`src/rtl/mmb_pkg.sv`:
```
package mmb_pkg;
  // Per-column mapping codes (2 bits each in COL_KIND)
  typedef enum logic [1:0] {
    MAP_SELF = 2'd0,
    MAP_COL  = 2'd1,
    MAP_DEC  = 2'd2
  } map_e;

  localparam int SRC_BITS = 8;
endpackage

```
`src/rtl/mmb_lfsr.sv`:
```
module mmb_lfsr #(
  parameter int           W    = 5,
  parameter logic [W-1:0] TAPS = 5'b10100,
  parameter logic [W-1:0] SEED = 5'b00001
) (
  input  logic         clk_i,
  input  logic         rst_i,
  input  logic         load_i,
  input  logic         adv_i,
  output logic [W-1:0] state_o
);
  // one shift step: left shift, feedback from tapped bits into bit 0
  function automatic logic [W-1:0] step(input logic [W-1:0] s);
    return {s[W-2:0], ^(s & TAPS)};
  endfunction

  logic [W-1:0] state_q;

  always_ff @(posedge clk_i) begin
    if (rst_i || load_i) state_q <= SEED;
    else if (adv_i)      state_q <= step(state_q);
  end

  assign state_o = state_q;
endmodule

```
`src/rtl/mmb_phase_ctrl.sv`:
```
module mmb_phase_ctrl #(
  parameter int RAND_LEN = 12,
  parameter int DET_LEN  = 8,
  localparam int TOTAL   = RAND_LEN + DET_LEN,
  localparam int CW      = $clog2(TOTAL + 1)
) (
  input  logic          clk_i,
  input  logic          rst_i,
  input  logic          start_i,
  output logic [CW-1:0] cnt_o,
  output logic          run_o,
  output logic          last_o,
  output logic          cnt_phase_o,
  output logic          done_o
);
  localparam logic [CW-1:0] RAND_C = CW'(RAND_LEN);
  localparam logic [CW-1:0] LAST_C = CW'(TOTAL - 1);

  logic [CW-1:0] cnt_q;
  logic          run_q;
  logic          done_q;

  assign last_o      = run_q && (cnt_q == LAST_C);
  assign cnt_phase_o = (cnt_q >= RAND_C);

  always_ff @(posedge clk_i) begin
    if (rst_i) begin
      cnt_q  <= '0;
      run_q  <= 1'b0;
      done_q <= 1'b0;
    end else if (start_i) begin
      cnt_q  <= '0;
      run_q  <= 1'b1;
      done_q <= 1'b0;
    end else if (last_o) begin
      run_q  <= 1'b0;
      done_q <= 1'b1;
    end else begin
      done_q <= 1'b0;
      if (run_q) cnt_q <= cnt_q + 1'b1;
    end
  end

  assign cnt_o  = cnt_q;
  assign run_o  = run_q;
  assign done_o = done_q;
endmodule

```
`src/rtl/mmb_col_map.sv`:
```
module mmb_col_map
  import mmb_pkg::*;
#(
  parameter int               W        = 5,
  parameter logic [2*W-1:0]   COL_KIND = '0,
  parameter logic [8*W-1:0]   COL_SRC  = '0
) (
  input  logic [W-1:0] lfsr_i,
  input  logic [W-1:0] dec_i,
  input  logic         sel_i,
  output logic [W-1:0] vec_o
);
  logic unused_dec;
  assign unused_dec = ^dec_i;

  for (genvar i = 0; i < W; i++) begin : g_col
    localparam logic [1:0] KIND = COL_KIND[2*i +: 2];
    localparam int         SRC  = int'(COL_SRC[SRC_BITS*i +: SRC_BITS]);
    if (KIND == MAP_COL) begin : g_remap
      assign vec_o[i] = sel_i ? lfsr_i[SRC] : lfsr_i[i];
    end else if (KIND == MAP_DEC) begin : g_dec
      assign vec_o[i] = sel_i ? dec_i[i] : lfsr_i[i];
    end else begin : g_direct
      assign vec_o[i] = lfsr_i[i];
    end
  end
endmodule

```
`src/rtl/mmb_pattern_gen.sv`:
```
module mmb_pattern_gen #(
  parameter int             W        = 5,
  parameter logic [W-1:0]   TAPS     = 5'b10100,
  parameter logic [W-1:0]   SEED     = 5'b00001,
  parameter int             RAND_LEN = 12,
  parameter int             DET_LEN  = 8,
  parameter bit             EXT_SEL  = 1'b0,
  parameter logic [2*W-1:0] COL_KIND = 10'b01_00_10_01_00,
  parameter logic [8*W-1:0] COL_SRC  = {8'd0, 8'd0, 8'd0, 8'd3, 8'd0}
) (
  input  logic         clk_i,
  input  logic         rst_i,
  input  logic         start_i,
  input  logic         ext_phase_i,
  input  logic [W-1:0] dec_i,
  output logic [W-1:0] vec_o,
  output logic         phase_o,
  output logic         done_o
);
  localparam int CW = $clog2(RAND_LEN + DET_LEN + 1);

  // named internal events for the checker
  logic [W-1:0]  lfsr_q;
  logic [CW-1:0] cnt_q;
  logic          run_q;
  logic          last_evt;
  logic          cnt_phase;
  logic          adv;
  logic          sel;

  assign adv = run_q && !last_evt;

  mmb_lfsr #(.W(W), .TAPS(TAPS), .SEED(SEED)) u_lfsr (
    .clk_i  (clk_i),
    .rst_i  (rst_i),
    .load_i (start_i),
    .adv_i  (adv),
    .state_o(lfsr_q)
  );

  mmb_phase_ctrl #(.RAND_LEN(RAND_LEN), .DET_LEN(DET_LEN)) u_ctrl (
    .clk_i      (clk_i),
    .rst_i      (rst_i),
    .start_i    (start_i),
    .cnt_o      (cnt_q),
    .run_o      (run_q),
    .last_o     (last_evt),
    .cnt_phase_o(cnt_phase),
    .done_o     (done_o)
  );

  if (EXT_SEL) begin : g_ext_sel
    logic unused_cnt_phase;
    assign unused_cnt_phase = cnt_phase;
    assign sel = ext_phase_i;
  end else begin : g_cnt_sel
    logic unused_ext;
    assign unused_ext = ext_phase_i;
    assign sel = cnt_phase;
  end

  mmb_col_map #(.W(W), .COL_KIND(COL_KIND), .COL_SRC(COL_SRC)) u_map (
    .lfsr_i(lfsr_q),
    .dec_i (dec_i),
    .sel_i (sel),
    .vec_o (vec_o)
  );

  assign phase_o = sel;
endmodule

```
`config.mk`:
```
export PLATFORM = sky130hd
export DESIGN_NAME = mmb_pattern_gen
export DESIGN_NICKNAME = d
export VERILOG_FILES = /design/src/rtl/mmb_pkg.sv /design/src/rtl/mmb_lfsr.sv /design/src/rtl/mmb_phase_ctrl.sv /design/src/rtl/mmb_col_map.sv /design/src/rtl/mmb_pattern_gen.sv
export SDC_FILE = /design/constraint.sdc
export NUM_CORES = 1
export LEC_CHECK = 0
export BUFFER_PORTS_ARGS = -buffer_cell sky130_fd_sc_hd__buf_2
export CORE_MARGIN = 1
export CORE_UTILIZATION = 44
export DETAILED_ROUTE_END_ITERATION = 12
export HOLD_SLACK_MARGIN = 0.12
export PLACE_DENSITY = 0.82
export SYNTH_ARGS = -nofsm -noshare
export SYNTH_HDL_FRONTEND = slang
export SYNTH_SLANG_ARGS = --single-unit
```
`constraint.sdc`:
```
create_clock -name clk_i -period 1.25 [get_ports clk_i]
set_input_delay 0.125 -clock clk_i [delete_from_list [all_inputs] [get_ports clk_i]]
set_output_delay 0.125 -clock clk_i [all_outputs]
set_load 0.03 [all_outputs]
```
# Yosys cells after proc, flatten, opt, wreduce, memory -nomap -nowiden
# Index checks and enable logic that the tools add are counted.
# op_classes
n_div,0
addsub,1
n_reduce_logical,8
mul,0
n_mux,6
n_bitwise,1
eq_ne,1
magnitude_cmp,1
shift,0
# op_table
operator,count
two-way mux 1 bit,6
adder 5 x 1 -> 5 bit (second input constant),1
equality test 5 bit (second input constant),1
>= comparator 5 x 4 -> 1 bit (second input constant),1
parity 5 bit,1
logical AND 1 bit,2
AND reduction 2 bit,1
nonzero test 2 bit,1
OR reduction 2 bit,1
zero test 1 bit,1
logical OR 1 bit,1
NOT 1 bit,1
# word_totals
output_inout_bits,7
mem_bits_rw,0
latchBits,0
in_bits,9
mem_count,0
mem_bits_ro,0
elab_cells,22
regBits,12

# Depth between registers and ports, before layout
# logic_depth
depth_word,4
depth_mapped,4
ltp_nobuf,4

# Modules after synthesis
# A second synthesis with hierarchy kept.
# hier_totals
hier_cells,61
hier_area_um2,605.6
# modules_own_cells
mod,area_per_inst_um2,instances,cells_each
mmb_phase_ctrl,340.3,1,37
mmb_lfsr,202.7,1,18
mmb_col_map,48.8,1,5
mmb_pattern_gen,13.8,1,1

# Least setup slack after synthesis
# No wires, ideal clock.
# synth_timing
path_kind,reg2reg
startpoint,reg u_ctrl.cnt_q[0] (netlist: u_ctrl.cnt_o[0])
endpoint,reg u_ctrl.cnt_q[0] (netlist: u_ctrl.cnt_o[0])
period_less_slack_ps,1300
path_stages_with_launch,5
path_slack_ps,-50
required_time_ps,1129
t_arrival_ps,1179
path_cell_list,dfxtp_1 ha_1 nand4bb_4 nand2_4 mux2_4
# synth_via
elab_chain_len,4
elab_cells_between_ends,5
classes_between,add/sub (1); eq/ne (1); bitwise (1); reduce/logical (2)
# synth_rtl
element,line,rtl
"start, declared",mmb_phase_ctrl.sv:19,logic [CW-1:0] cnt_q;
"start signal, assigned",mmb_phase_ctrl.sv:40,if (run_q) cnt_q <= cnt_q + 1'b1;
branches (longest 4 deep; another with adder 5 x 1 -> 5 bit),--,
# Several ways; the timed one is not identified.
# A chain may end at the register's enable or synchronous reset.

# Worst setup path after layout
# layout_timing
startpoint,reg u_ctrl.cnt_q[3] (netlist: u_ctrl.cnt_o[3])
endpoint,out vec_o[1]
# layout_via
elab_chain_len,2
# layout_rtl
element,line,rtl
>= comparator 5 x 4 -> 1 bit,mmb_phase_ctrl.sv:24,assign cnt_phase_o = (cnt_q >= RAND_C);
two-way mux 1 bit,mmb_col_map.sv:20,assign vec_o[i] = sel_i ? lfsr_i[SRC] : lfsr_i[i];
"end, declared",mmb_pattern_gen.sv:16,"output logic [W-1:0] vec_o,"
# No other way between the ends.

==> out/summary.txt <==
Ys Warns = 0
Slew Viols, Final = 0
dpl hpwl = 874 um
Avg Inst Size Synth = 9.76 um2
Max-cap violations = 0
ys flop type = dfxtp_1
GRT Total Usage = 22.4%
Nets = 96
global route overflow = 0
Clk pin slew, worst setup/hold paths = 0.08 ns
fin crit period = 1.47 ns
Hold Crit Endpoint = u_ctrl.cnt_o[2]
slew margin rel. = 77.3%
GR peak layer = met2
min-delay src = start_i
mean routed wirelength per cell = 13.8 um
leakage power = 0.376 nW
PwrDens = 922 nW/um2
Worst VDD drop = 0.000842 V
flop2flop setup slack = 0.02 ns
Arr. time, crit path = 1.34 ns
Required @ worst endpoint = 1.12 ns
Post-Layout Inst Area = 860 um2
R2R depth = 5
Hold WS = 0.287 ns
commonest non-fill, non-tap cell in the layout = nand2_1
FP Rows = 12
M2 GR Usage = 39.2%
drt via density = 5.13
IO Count = 16
Post-synth EDFFs = 0
worst r2r dst = u_lfsr.state_o[4]
RePlAce Congestion = 0.728
Setup TNS = -0.640 ns
syn nets = 72
fin util = 72.5%
area grow syn2layout = 44.3%
Hold Crit Class = in -> reg
Critical Path Fanout Max = 4
Final period util = 117%
GR Layer Usage met1 = 24.2%
Clock Sinks = 12
pre-CTS setup slack = 0.0107 ns
multi-input logic area = 352 um2
Antenna Cells = 0
failing checks = negative setup slack
DP Area = 729 um2
clock tree buffer depth = 2
# placed instances = 90
FFs w/ async S/R, synth = 0%
final hold vios = 0
Via Count = 503
initial antenna violation count = 0
setup slack after layout = -0.216 ns
WL final = 1360 um
Final Non-Filler Cells = 98
Die Area = 1500 um2
final setup fails = 3
worst skew pair latency = 0.28 ns
register bit total from synthesis = 12
DRC errors left = 0
reg2reg start = u_ctrl.cnt_o[2]
crit start category = register
post-route ant nets = 0
Critical Path End Type = output pin
global-route wire length before repair = 2180 um
core area = 1190 um2
Worst Max-Slew Pin Slew = 0.340 ns
most frequent cells in the layout = nand2_1 (9), buf_4 (8), dfxtp_1 (8)
register area = 245 um2
Tot Pwr = 0.792 mW
Layout fillers = 100
largest net degree at the start of global routing = 9
mapped cell area = 596 um2
cells after synthesis = 61
clock skew = 0.00388 ns
outcome = finished, violations left
H-tree depth = 1
critical path class = reg -> out
Die Wd = 38.8 um
layout cells sized above 1 = 46.4%
Cells on Worst Hold Path = 3
Starting Density = 50.2%
RSZ-0062 raised after global routing = yes
post-synth cell types = 22
Clk Tree Root Cell = clkbuf_4
routing usage on met3 = 6.94%
vias in the first global route = 500
TritonCTS buffer count = 3
CTS tree = built
initial DRC count = 12
Die Y = 38.8 um
1st-pass router iterations = 4
Fmax = 682 MHz
port buffer count = 10
Seq/Total Area, Yosys = 40.3%
state kept, by name, summed over array words and instances, names as in the netlist:
name            cells
u_ctrl.cnt_o        5
u_ctrl.done_o       1
u_ctrl.run_o        1
u_lfsr.state_o      5
report_power, final:
part	internal (mW)	leakage, nW	switching [mW]
Combinational	0.0410	0.256	0.0363
Sequential	0.390	0.0994	0.0108
Clock	0.177	0.0210	0.137
repair_timing:
item,CTS,global route
buffers inserted,2,1
endpoints found under the setup margin,3,7
gates resized for setup,13,7
hold endpoints to repair,1,0
pin swaps,0,2
hold buffers,2,0
worst max path at each step:
stage / start / endpoint / slack, ns / cells after the start
after global placement: u_ctrl.cnt_o[3] / vec_o[1] / 0.05 / 4
final: u_ctrl.cnt_o[3] / vec_o[1] / -0.22 / 4
after floorplan: u_ctrl.cnt_o[0] / u_ctrl.cnt_o[0] / 0.02 / 4
after global routing: u_ctrl.cnt_o[3] / vec_o[2] / -0.26 / 4
after CTS: u_ctrl.cnt_o[3] / vec_o[1] / -0.21 / 4
after detailed placement: u_ctrl.cnt_o[3] / vec_o[1] / 0.01 / 4
worst max-delay path: stages (launching register included):
cell and delay, ns:
dfxtp_2 0.33, a21oi_2 0.14, buf_6 0.14, mux2_4 0.31
buf_6 0.14
layout make-up:
class,instances,area share (%)
clock buffers,4,4.22
multi-input cells,42,40.9
inverters,3,1.31
repair buffers,23,23.0
well taps,14,2.04
flip-flops and latches,12,28.5
cell families (layout without fill, tap and decap cells):
logic type | Yosys count | after routing | synth area share, %
AO/OA/AOI/OAI | 5 | 5 | 5.25
XOR/XNOR | 3 | 3 | 4.41
adder cells (fa/ha/maj) | 2 | 2 | 4.20
buffers and inverters | 7 | 30 | 6.51
flip-flops | 12 | 12 | 40.3
multiplexers | 9 | 9 | 16.6
AND/OR/NAND/NOR | 23 | 23 | 22.7
synth_stat cells, drive strengths merged, types with 2 or more instances:
cell type / instances / area share [%]
mux2: 4 / 8.2
xor2: 2 / 2.9
nor2: 6 / 3.8
mux2i: 5 / 8.4
inv: 3 / 1.9
nand4: 2 / 2.1
a21oi: 3 / 2.5
dfxtp: 12 / 40
buf: 4 / 4.6
ha: 2 / 4.2
nand2: 10 / 7.6
routing by layer:
layer	routed length (um)	vias to the layer above	part of all wire (%)
met5	0	-	0
li1	-	252	-
met1	586	233	43
met4	23	0	1.7
met2	695	13	51
met3	51	5	3.8
Power figures use the tool's default switching activity.
